[src/rtl/i2c_scl_gen_pkg.sv]
package i2c_scl_gen_pkg;

  typedef enum logic [1:0] {
    PH_IDLE = 2'd0,
    PH_LOW  = 2'd1,
    PH_HIGH = 2'd2
  } phase_e;

  localparam int NUM_PHASES = 2;
  localparam int IDX_LOW    = 0;
  localparam int IDX_HIGH   = 1;

endpackage

[src/rtl/i2c_scl_rst_sync.sv]
module i2c_scl_rst_sync #(
  parameter int STAGES = 2
) (
  input  logic clk,
  input  logic rst_n_async,
  output logic rst_n_sync
);

  logic [STAGES-1:0] sync_q;
  logic [STAGES-1:0] sync_d;

  always_comb begin
    sync_d = {sync_q[STAGES-2:0], 1'b1};
  end

  always_ff @(posedge clk or negedge rst_n_async) begin
    if (!rst_n_async) begin
      sync_q <= '0;
    end else begin
      sync_q <= sync_d;
    end
  end

  assign rst_n_sync = sync_q[STAGES-1];

endmodule

[src/rtl/i2c_scl_cfg_latch.sv]
module i2c_scl_cfg_latch
  import i2c_scl_gen_pkg::*;
#(
  parameter int DIV_W    = 8,
  parameter int EXP_W    = 3,
  parameter int EXP_MAX  = 4,
  parameter int OVERHEAD = 3,
  parameter int LEN_W    = DIV_W + EXP_MAX + 1
) (
  input  logic             clk,
  input  logic             rst_n,
  input  logic             load,
  input  logic [DIV_W-1:0] low_div,
  input  logic [DIV_W-1:0] high_div,
  input  logic [EXP_W-1:0] exp_sel,
  output logic [LEN_W-1:0] low_len,
  output logic [LEN_W-1:0] high_len,
  output logic [LEN_W-1:0] high_mid,
  output logic [EXP_W-1:0] exp_eff
);

  logic [EXP_W-1:0] exp_clamp;
  logic [EXP_W-1:0] exp_eff_d;

  // exponent cap: anything past EXP_MAX behaves as EXP_MAX
  always_comb begin
    if (exp_sel > EXP_W'(EXP_MAX)) begin
      exp_clamp = EXP_W'(EXP_MAX);
    end else begin
      exp_clamp = exp_sel;
    end
  end

  for (genvar g = 0; g < NUM_PHASES; g++) begin : g_phase
    logic [DIV_W-1:0] div_sel;
    logic [LEN_W-1:0] len_d;
    logic [LEN_W-1:0] len_q;

    assign div_sel = (g == IDX_LOW) ? low_div : high_div;

    always_comb begin
      len_d = len_q;
      if (load) begin
        len_d = (LEN_W'(div_sel) << exp_clamp) + LEN_W'(OVERHEAD);
      end
    end

    always_ff @(posedge clk or negedge rst_n) begin
      if (!rst_n) begin
        len_q <= LEN_W'(OVERHEAD);
      end else begin
        len_q <= len_d;
      end
    end
  end

  always_comb begin
    exp_eff_d = exp_eff;
    if (load) begin
      exp_eff_d = exp_clamp;
    end
  end

  always_ff @(posedge clk or negedge rst_n) begin
    if (!rst_n) begin
      exp_eff <= '0;
    end else begin
      exp_eff <= exp_eff_d;
    end
  end

  assign low_len  = g_phase[IDX_LOW].len_q;
  assign high_len = g_phase[IDX_HIGH].len_q;
  assign high_mid = high_len >> 1;

endmodule

[src/rtl/i2c_scl_phase_cnt.sv]
module i2c_scl_phase_cnt #(
  parameter int W = 13
) (
  input  logic         clk,
  input  logic         rst_n,
  input  logic         clr,
  input  logic         adv,
  output logic [W-1:0] cnt
);

  logic         cnt_en;
  logic [W-1:0] cnt_d;

  assign cnt_en = clr | adv;

  always_comb begin
    if (clr) begin
      cnt_d = '0;
    end else begin
      cnt_d = cnt + W'(1);
    end
  end

  always_ff @(posedge clk or negedge rst_n) begin
    if (!rst_n) begin
      cnt <= '0;
    end else if (cnt_en) begin
      cnt <= cnt_d;
    end
  end

endmodule

[src/rtl/i2c_scl_gen.sv]
module i2c_scl_gen
  import i2c_scl_gen_pkg::*;
#(
  parameter int DIV_W    = 8,
  parameter int EXP_W    = 3,
  parameter int EXP_MAX  = 4,
  parameter int OVERHEAD = 3
) (
  input  logic             clk,
  input  logic             rst_n,
  input  logic             enable,
  input  logic [DIV_W-1:0] low_div,
  input  logic [DIV_W-1:0] high_div,
  input  logic [EXP_W-1:0] exp_sel,
  input  logic             scl_sense,
  output logic             scl_req,
  output logic             tick_low_end,
  output logic             tick_high_mid
);

  localparam int LEN_W = DIV_W + EXP_MAX + 1;

  logic             rst_sync_n;
  phase_e           state_q;
  phase_e           state_d;
  logic             load_cfg;
  logic             cnt_clr;
  logic             cnt_adv;
  logic [LEN_W-1:0] cnt_q;
  logic [LEN_W-1:0] low_len;
  logic [LEN_W-1:0] high_len;
  logic [LEN_W-1:0] high_mid;
  logic [EXP_W-1:0] exp_eff;
  logic             low_last;
  logic             high_last;
  logic             in_low;
  logic             in_high;

  i2c_scl_rst_sync #(
    .STAGES(2)
  ) u_rst_sync (
    .clk        (clk),
    .rst_n_async(rst_n),
    .rst_n_sync (rst_sync_n)
  );

  i2c_scl_cfg_latch #(
    .DIV_W   (DIV_W),
    .EXP_W   (EXP_W),
    .EXP_MAX (EXP_MAX),
    .OVERHEAD(OVERHEAD),
    .LEN_W   (LEN_W)
  ) u_cfg (
    .clk     (clk),
    .rst_n   (rst_sync_n),
    .load    (load_cfg),
    .low_div (low_div),
    .high_div(high_div),
    .exp_sel (exp_sel),
    .low_len (low_len),
    .high_len(high_len),
    .high_mid(high_mid),
    .exp_eff (exp_eff)
  );

  i2c_scl_phase_cnt #(
    .W(LEN_W)
  ) u_cnt (
    .clk  (clk),
    .rst_n(rst_sync_n),
    .clr  (cnt_clr),
    .adv  (cnt_adv),
    .cnt  (cnt_q)
  );

  assign in_low    = (state_q == PH_LOW);
  assign in_high   = (state_q == PH_HIGH);
  assign low_last  = (cnt_q == (low_len - LEN_W'(1)));
  assign high_last = (cnt_q == (high_len - LEN_W'(1)));

  // phase sequencing
  always_comb begin
    state_d  = state_q;
    load_cfg = 1'b0;
    cnt_clr  = 1'b0;
    cnt_adv  = 1'b0;
    unique case (state_q)
      PH_IDLE: begin
        cnt_clr = 1'b1;
        if (enable) begin
          state_d  = PH_LOW;
          load_cfg = 1'b1;
        end
      end
      PH_LOW: begin
        if (!enable) begin
          state_d = PH_IDLE;
          cnt_clr = 1'b1;
        end else if (low_last) begin
          state_d = PH_HIGH;
          cnt_clr = 1'b1;
        end else begin
          cnt_adv = 1'b1;
        end
      end
      PH_HIGH: begin
        if (!enable) begin
          state_d = PH_IDLE;
          cnt_clr = 1'b1;
        end else if (scl_sense) begin
          if (high_last) begin
            state_d  = PH_LOW;
            load_cfg = 1'b1;
            cnt_clr  = 1'b1;
          end else begin
            cnt_adv = 1'b1;
          end
        end
      end
      default: begin
        state_d = PH_IDLE;
        cnt_clr = 1'b1;
      end
    endcase
  end

  always_ff @(posedge clk or negedge rst_sync_n) begin
    if (!rst_sync_n) begin
      state_q <= PH_IDLE;
    end else begin
      state_q <= state_d;
    end
  end

  assign scl_req       = ~(enable & in_low);
  assign tick_low_end  = enable & in_low & low_last;
  assign tick_high_mid = enable & in_high & scl_sense & (cnt_q == high_mid);

endmodule

[config.mk]
export PLATFORM = sky130hd
export DESIGN_NAME = i2c_scl_gen
export DESIGN_NICKNAME = d
export VERILOG_FILES = /design/src/rtl/i2c_scl_gen_pkg.sv /design/src/rtl/i2c_scl_rst_sync.sv /design/src/rtl/i2c_scl_cfg_latch.sv /design/src/rtl/i2c_scl_phase_cnt.sv /design/src/rtl/i2c_scl_gen.sv
export SDC_FILE = /design/constraint.sdc
export NUM_CORES = 1
export LEC_CHECK = 0
export BUFFER_PORTS_ARGS = -buffer_cell sky130_fd_sc_hd__buf_2
export CORE_UTILIZATION = 49
export CTS_CLUSTER_SIZE = 12
export DETAILED_ROUTE_END_ITERATION = 8
export HOLD_SLACK_MARGIN = 0.06
export MAX_ROUTING_LAYER = met4
export PLACE_DENSITY = 0.7
export REMOVE_ABC_BUFFERS = 1
export SKIP_LAST_GASP = 1
export SYNTH_ARGS = -nofsm -noshare
export SYNTH_HDL_FRONTEND = slang
export SYNTH_SLANG_ARGS = --single-unit
[constraint.sdc]
create_clock -name clk -period 2.4 [get_ports clk]
set_input_delay 0 -clock clk [delete_from_list [all_inputs] [get_ports clk]]
set_output_delay 0 -clock clk [all_outputs]
set_load 0.03 [all_outputs]
==> results.txt, run 1 <==
Grt ovf - 0
Drt pass-1 iters - 5
Flop pwr share - 24.5%
Psw - 2.00 mW
Post-synth top cells - nand2_1, dfrtp_1, o21ai_0
Seq cells post-synth - 43
Non-Filler Instances - 670
# DRC - 0
Commonest register cell after synthesis - dfrtp_1
Mean Syn Cell Area - 8.40 sq um
Most common cell in the netlist - nand2_1
Worst Setup Start Kind - register
Post-DRT Antenna Nets - 0
Buffers on Ports - 25
DIE AREA - 0.00840 sq mm
Final min period - 2.81 ns
Post-synth top area share - 24.8%
# rows - 32
Worst-Margin Slew - 0.552 ns
Layout area overhead - 35.5%
DIE WIDTH - 91.7 microns
Place WS - -0.610 ns
Clk network pwr share - 12.2%
Hold slack - 0.0736 ns
WL/cell - 16.7 microns
Layout cells sized above 1 - 36.4%
Maximum fanout along the worst path - 9
Leading area contributor after synthesis - dfrtp_1
Vias - 3878
Setup TNS - -13.80 ns
Synth unique cells - 71
Clock skew - 0.0131 ns
Max Fclk - 356 MHz
# placed instances - 649
CTS H-tree depth - 2
Seq/Total Area, Yosys - 27.4%
Status - finished with violations
CTS tree - built
Sink Count - 43
Post-route setup slack - -0.410 ns
Crit Path Class - reg2reg
Ports - 26
Top cells by area, synth - dfrtp_1, xnor2_1, xor2_1
Clock Latency Late Sink - 0.31 ns
Antenna violations before repair - 0
DRT iter0 DRCs - 211
Hold Path Class - in2reg
Worst vdd ir - 0.393 mV
Vias/cell - 5.79
Clock root buffer - clkbuf_8
Power per Cell Area - 883 mW/mm^2
Max-slew violations - 0
Pwr Total - 4.72 mW
Max Root-Sink Buffers - 2
RSZ-0062 raised after global routing - true
Fraction of registers with async set/reset - 100%
Worst Setup End Kind - register
Reg clk slew, reported paths - 0.08 ns
Routed Wire Length - 11200 microns
Dpl cell area - 0.00470 sq mm
Vias in the first global route - 3671
Ys Warns - 0
Logic pwr share - 63.3%
Arrival time at the worst endpoint - 2.99 ns
Internal - 2.72 mW
GRT Total Usage - 25.5%
Cells after Synth - 469
Leak - 2.32 nW
Number of CTS-inserted buffers - 5
Design area - 0.00534 sq mm
Chip height - 91.7 microns
Core ar. - 0.00777 sq mm
Gpl congestion - 0.944
Register Area - 0.00108 sq mm
Final Cycle Share - 117%
Dpl hpwl - 7700 microns
Final Setup Violations - 42
Fillers - 619
Post-Syn Area - 0.00394 sq mm
Post-synth EDFFs - 0
Sw Ratio - 42.4%
Final Hold Viols - 0
Pin count of the biggest net entering global routing - 42
Critical Path RT - 2.58 ns
Max cap viols - 0
Slew margin rel. - 63.2%
Failing checks - negative setup slack
Area of the multi-input gates - 0.00298 sq mm
Wire length of the first global-routing pass - 16800 microns
Ant. Diodes - 0
NumNets Final - 599
Initial Utilization - 50.7%
Final core utilization - 68.7%
==> cells in the final DEF (no fill, tap or decap), drive strengths merged, types with 12 or more instances in the layout <==
cell type  count
mux2          12
xor2          27
mux2i         21
nand2         54
o21ai         43
nor2          21
xnor2         33
inv           14
nor3          13
nand3         18
a21oi         19
buf          119
dfrtp         39
==> power by group through the flow <==
stage	clock, mW	sequential, mW	combinational (mW)
after global placement	0	1.12	2.20
after floorplan	0	1.24	1.17
after CTS	0.578	1.14	2.48
final	0.575	1.15	2.99
after detailed placement	0	1.14	2.26
after global routing	0.609	1.18	3.21
==> flip-flops by register name, summed over array words and instances, names as in the netlist <==
register	cells
state_q	2
u_cfg.high_len	13
u_cfg.low_len	13
u_cnt.cnt	13
u_rst_sync.sync_q	2
==> path summary, 6_finish.rpt <==
check / startpoint / endpoint / slack, ns / cells after the start
worst min register to register: u_rst_sync.sync_q[1]$_DFF_PN0_ / u_cnt.cnt[8]$_DFFE_PN0P_ / 0.32 / 1
worst max register to register: u_cfg.high_len[10]$_DFFE_PN0P_ / u_cfg.high_len[8]$_DFFE_PN0P_ / -0.41 / 11
max in group asynchronous: u_rst_sync.sync_q[1]$_DFF_PN0_ / u_cnt.cnt[7]$_DFFE_PN0P_ / 1.69 / 1
min in group asynchronous: u_rst_sync.sync_q[1]$_DFF_PN0_ / u_cnt.cnt[8]$_DFFE_PN0P_ / 0.32 / 1
worst max-delay path: u_cfg.high_len[10]$_DFFE_PN0P_ / u_cfg.high_len[8]$_DFFE_PN0P_ / -0.41 / 11
worst min-delay path: high_div[0] / u_cfg.high_len[0]$_DFFE_PN1P_ / 0.07 / 4
==> logic make-up after synthesis <==
logic type	synth area share [%]
simple gates	24.5
compound gates	15.9
xor+xnor	13.3
buf+inv	5.94
flops	27.4
mux	9.91
fa+ha+maj	2.86
other cells	0.0952
==> routing by layer <==
metal	global-route usage, %	vias to the layer above	part of all wire (%)
li1	-	1884	-
met4	8.07	0	2.0
met3	3.98	19	4.7
met2	44.0	113	51
met1	30.6	1862	42
met5	-	-	0
==> what timing repair did <==
item,4_1_cts,5_1_grt
hold buffers,2,0
gates cloned,0,4
setup endpoints to repair,42,42
buffers inserted,2,6
gates resized for setup,35,44
hold endpoints to repair,2,0
pin swaps,17,17
==> area by class of cell <==
type	count	share of cell area [%]
clock buffer	6	1.36
clock inverter	2	0.703
inverter	14	0.985
multi-input combinational	380	55.9
sequential	43	20.3
tap	102	2.39
timing repair buffer	123	18.4
==> critical path, stage by stage, from the launching register on <==
cell and delay [ns]:
dfrtp_1 0.39, or4_4 0.56, nor4_4 0.23, xnor2_1 0.15, nand3_1 0.13, nor4b_2 0.23
buf_4 0.18, and4b_2 0.29, o21ai_4 0.15, buf_12 0.18, nand2_1 0.08, o21ai_0 0.10
(Power assumes the default switching activity.)
==> inputs of run 2 (changes only) <==
Settings changed: REMOVE_ABC_BUFFERS 1 to not set.
==> results.txt, run 2 (synthesis gave the netlist of run 1 again) <==
Status - finished with violations (unchanged)
Failing checks - negative setup slack (unchanged)
Fillers - 607 (was 619)
Drt pass-1 iters - 4 (was 5)
Vias - 3769 (was 3878)
Clk network pwr share - 14.8% (was 12.2%)
Syn Nets - 501
Hold Path Class - in2reg (unchanged)
Vias in the first global route - 3703 (was 3671)
Most frequent cells in the layout - buf_4, nand2_1, dfrtp_1 (unchanged)
R2r endpoint - u_cfg.low_len[8]$_DFFE_PN0P_ (was u_cfg.high_len[8]$_DFFE_PN0P_)
DRT iter0 DRCs - 159 (was 211)
Wire length of the first global-routing pass - 17200 microns (was 16800 microns)
Leak - 2.32 nW (about the same)
Sw Ratio - 39.9% (was 42.4%)
Post-route setup slack - -0.404 ns (was -0.410 ns)
Worst vdd ir - 0.382 mV (was 0.393 mV)
Flop pwr share - 25.1% (was 24.5%)
Worst Setup End Kind - register (unchanged)
Worst Setup Start Kind - register (unchanged)
Clock root buffer - clkbuf_8 (unchanged)
Slowest stage delay, CP - 0.54 ns (was 0.56 ns)
Max-slew violations - 0 (unchanged)
Hold path startpoint - high_div[0] (unchanged)
Gpl congestion - 0.902 (was 0.944)
Area of the multi-input gates - 0.00288 sq mm (was 0.00298 sq mm)
Register Area - 0.00108 sq mm (about the same)
Worst-Margin Slew - 0.910 ns (was 0.552 ns)
DIE WIDTH - 91.7 microns (unchanged)
Worst R2R Start - u_cfg.high_len[11]$_DFFE_PN0P_ (was u_cfg.high_len[10]$_DFFE_PN0P_)
Maximum fanout along the worst path - 6 (was 9)
Max Root-Sink Buffers - 2 (unchanged)
Layout area overhead - 33.4% (was 35.5%)
Reg2Reg Setup Slack - -0.40 ns (was -0.41 ns)
Layout cells sized above 1 - 35.2% (was 36.4%)
Core ar. - 0.00777 sq mm (unchanged)
Ordered list of cells on the worst path - or4_4 -> nor4_4 -> xnor2_1 -> nand3_1 -> nor4b_4 -> buf_4 -> and4b_2 -> o21ai_4 -> mux2_4 (was or4_4 -> nor4_4 -> xnor2_1 -> nand3_1 -> nor4b_2 -> buf_4 -> and4b_2 -> o21ai_4 -> buf_12 -> nand2_1 -> o21ai_0)
Final Setup Violations - 42 (unchanged)
Ant. Diodes - 0 (unchanged)
Final Cycle Share - 117% (about the same)
Final Hold Viols - 0 (unchanged)
Internal - 2.75 mW (was 2.72 mW)
Arrival time at the worst endpoint - 2.99 ns (about the same)
GR Util met1 - 32.1% (was 30.6%)
Logic pwr share - 60.2% (was 63.3%)
# DRC - 0 (unchanged)
Power per Cell Area - 870 mW/mm^2 (was 883 mW/mm^2)
Psw - 1.82 mW (was 2.00 mW)
# rows - 32 (unchanged)
Pin count of the biggest net entering global routing - 42 (unchanged)
RSZ-0062 raised after global routing - true (unchanged)
R2r worst-path depth - 9 (was 11)
Final min period - 2.80 ns (was 2.81 ns)
Chip height - 91.7 microns (unchanged)
Post-DRT Antenna Nets - 0 (unchanged)
DIE AREA - 0.00840 sq mm (unchanged)
Final core utilization - 67.7% (was 68.7%)
Met2 global-route usage - 45.2% (was 44.0%)
Initial Utilization - 50.7% (unchanged)
Slew margin rel. - 39.3% (was 63.2%)
Hold path cells - 4 (unchanged)
Crit path buf inv count - 1 (was 2)
Busiest grt layer - met2 (unchanged)
Dpl hpwl - 7730 microns (was 7700 microns)
CTS tree - built (unchanged)
NumNets Final - 599 (unchanged)
Crit Path Class - reg2reg (unchanged)
Ports - 26 (unchanged)
Grt ovf - 0 (unchanged)
Sink Count - 43 (unchanged)
Clock Latency Late Sink - 0.30 ns (was 0.31 ns)
Reg clk slew, reported paths - 0.09 ns (was 0.08 ns)
Clock skew - 0.00590 ns (was 0.0131 ns)
CP top delay family - simple AND/OR/NAND/NOR gates (unchanged)
Max Fclk - 357 MHz (was 356 MHz)
CP max stage cell - or4_4 (unchanged)
GRT Total Usage - 26.1% (was 25.5%)
Max cap viols - 0 (unchanged)
Antenna violations before repair - 0 (unchanged)
Routed Wire Length - 10300 microns (was 11200 microns)
Setup TNS - -14.94 ns (was -13.80 ns)
M3 GR Usage - 3.40% (was 3.98%)
Buffers on Ports - 25 (unchanged)
Number of CTS-inserted buffers - 5 (unchanged)
CTS H-tree depth - 2 (unchanged)
Critical Path RT - 2.58 ns (about the same)
Vias/cell - 5.63 (was 5.79)
Commonest non-fill, non-tap cell in the layout - buf_4 (unchanged)
WL/cell - 15.4 microns (was 16.7 microns)
Endpoint of the worst hold path - u_cfg.high_len[0]$_DFFE_PN1P_ (unchanged)
-- run 2: changes by cell type in the layout (fill, tap and decap cells not counted), moves of 2 or more --
| cell | previous run | this run |
|---|---|---|
| o21ai_0 | 30 | 17 |
| nand3_1 | 14 | 16 |
| a21oi_2 | 4 | 2 |
| nor2_2 | 0 | 2 |
| nor2_1 | 20 | 17 |
| nand2_1 | 50 | 52 |
| nand2_2 | 4 | 1 |
| a21oi_1 | 15 | 17 |
| o21ai_1 | 8 | 20 |
-- run 2: timing repair --
action / in CTS / in global routing
pin swaps: 3 / 6
hold buffers: 3 / 0
cloned: 0 / 2
resized for setup: 22 / 26
buffers inserted: 1 / 2
endpoints found under the setup margin: 42 / 42
endpoints found under the hold margin: 3 / 0
-- run 2: metrics by stage --
stage                     setup WS [ns]  hold slack [ns]  total power, mW  cell area, sq um  cells
after floorplan                  -0.326           -0.296             2.70              4050    469
after global placement           -0.356           -0.215             3.47              4810    654
after detailed placement         -0.420           -0.213             3.54              4810    654
after CTS                        -0.367            0.106             4.34              5060    666
after global routing             -0.548            0.152             4.89              5260    670
final                            -0.404            0.114             4.58              5260    670
-- run 2: area by class of cell --
cell class | instances | share of cell area (%)
Sequential cell | 43 | 20.6
Timing Repair Buffer | 124 | 18.7
Clock buffer | 6 | 1.38
Inverter | 14 | 1.00
Tap cell | 102 | 2.43
Multi-Input combinational cell | 379 | 54.8
Clock inverter | 2 | 1.14
-- run 2: worst max-delay path by stage --
stage                     slack [ns]                           start                             to  cells after the start
after floorplan                -0.33   u_cfg.high_len[9]$_DFFE_PN0P_       u_cnt.cnt[1]$_DFFE_PN0P_                     12
after global placement         -0.36   u_cfg.high_len[0]$_DFFE_PN1P_       u_cnt.cnt[3]$_DFFE_PN0P_                     11
after detailed placement       -0.42   u_cfg.high_len[0]$_DFFE_PN1P_       u_cnt.cnt[5]$_DFFE_PN0P_                     12
after CTS                      -0.37  u_cfg.high_len[11]$_DFFE_PN0P_       u_cnt.cnt[5]$_DFFE_PN0P_                     11
after global routing           -0.55  u_cfg.high_len[11]$_DFFE_PN0P_  u_cfg.low_len[11]$_DFFE_PN0P_                     11
final                          -0.40  u_cfg.high_len[11]$_DFFE_PN0P_   u_cfg.low_len[8]$_DFFE_PN0P_                      9
-- run 2: metal layers --
metal  share of wire, %  wire length [microns]
met4                1.4                    141
met2                 51                   5220
met5                  0                      0
met3                3.6                    376
met1                 44                   4590
-- run 2: worst reg2reg max path, delay by kind of cell (launching register included) --
family                 cells  cell delay, ns
flip-flops                 1            0.38
buffers and inverters      1            0.19
multiplexers               1            0.33
AO/OA/AOI/OAI              1            0.14
AND/OR/NAND/NOR            5            1.52
XOR/XNOR                   1            0.14
-- run 2: power groups by stage --
| stage | combinational (mW) | sequential [mW] | clock [mW] |
|---|---|---|---|
| finish | 2.75 | 1.15 | 0.675 |
| global route | 2.99 | 1.18 | 0.720 |
| CTS | 2.50 | 1.14 | 0.692 |
| detailed placement | 2.38 | 1.16 | 0 |
| global placement | 2.32 | 1.15 | 0 |
| floorplan | 1.54 | 1.16 | 0 |
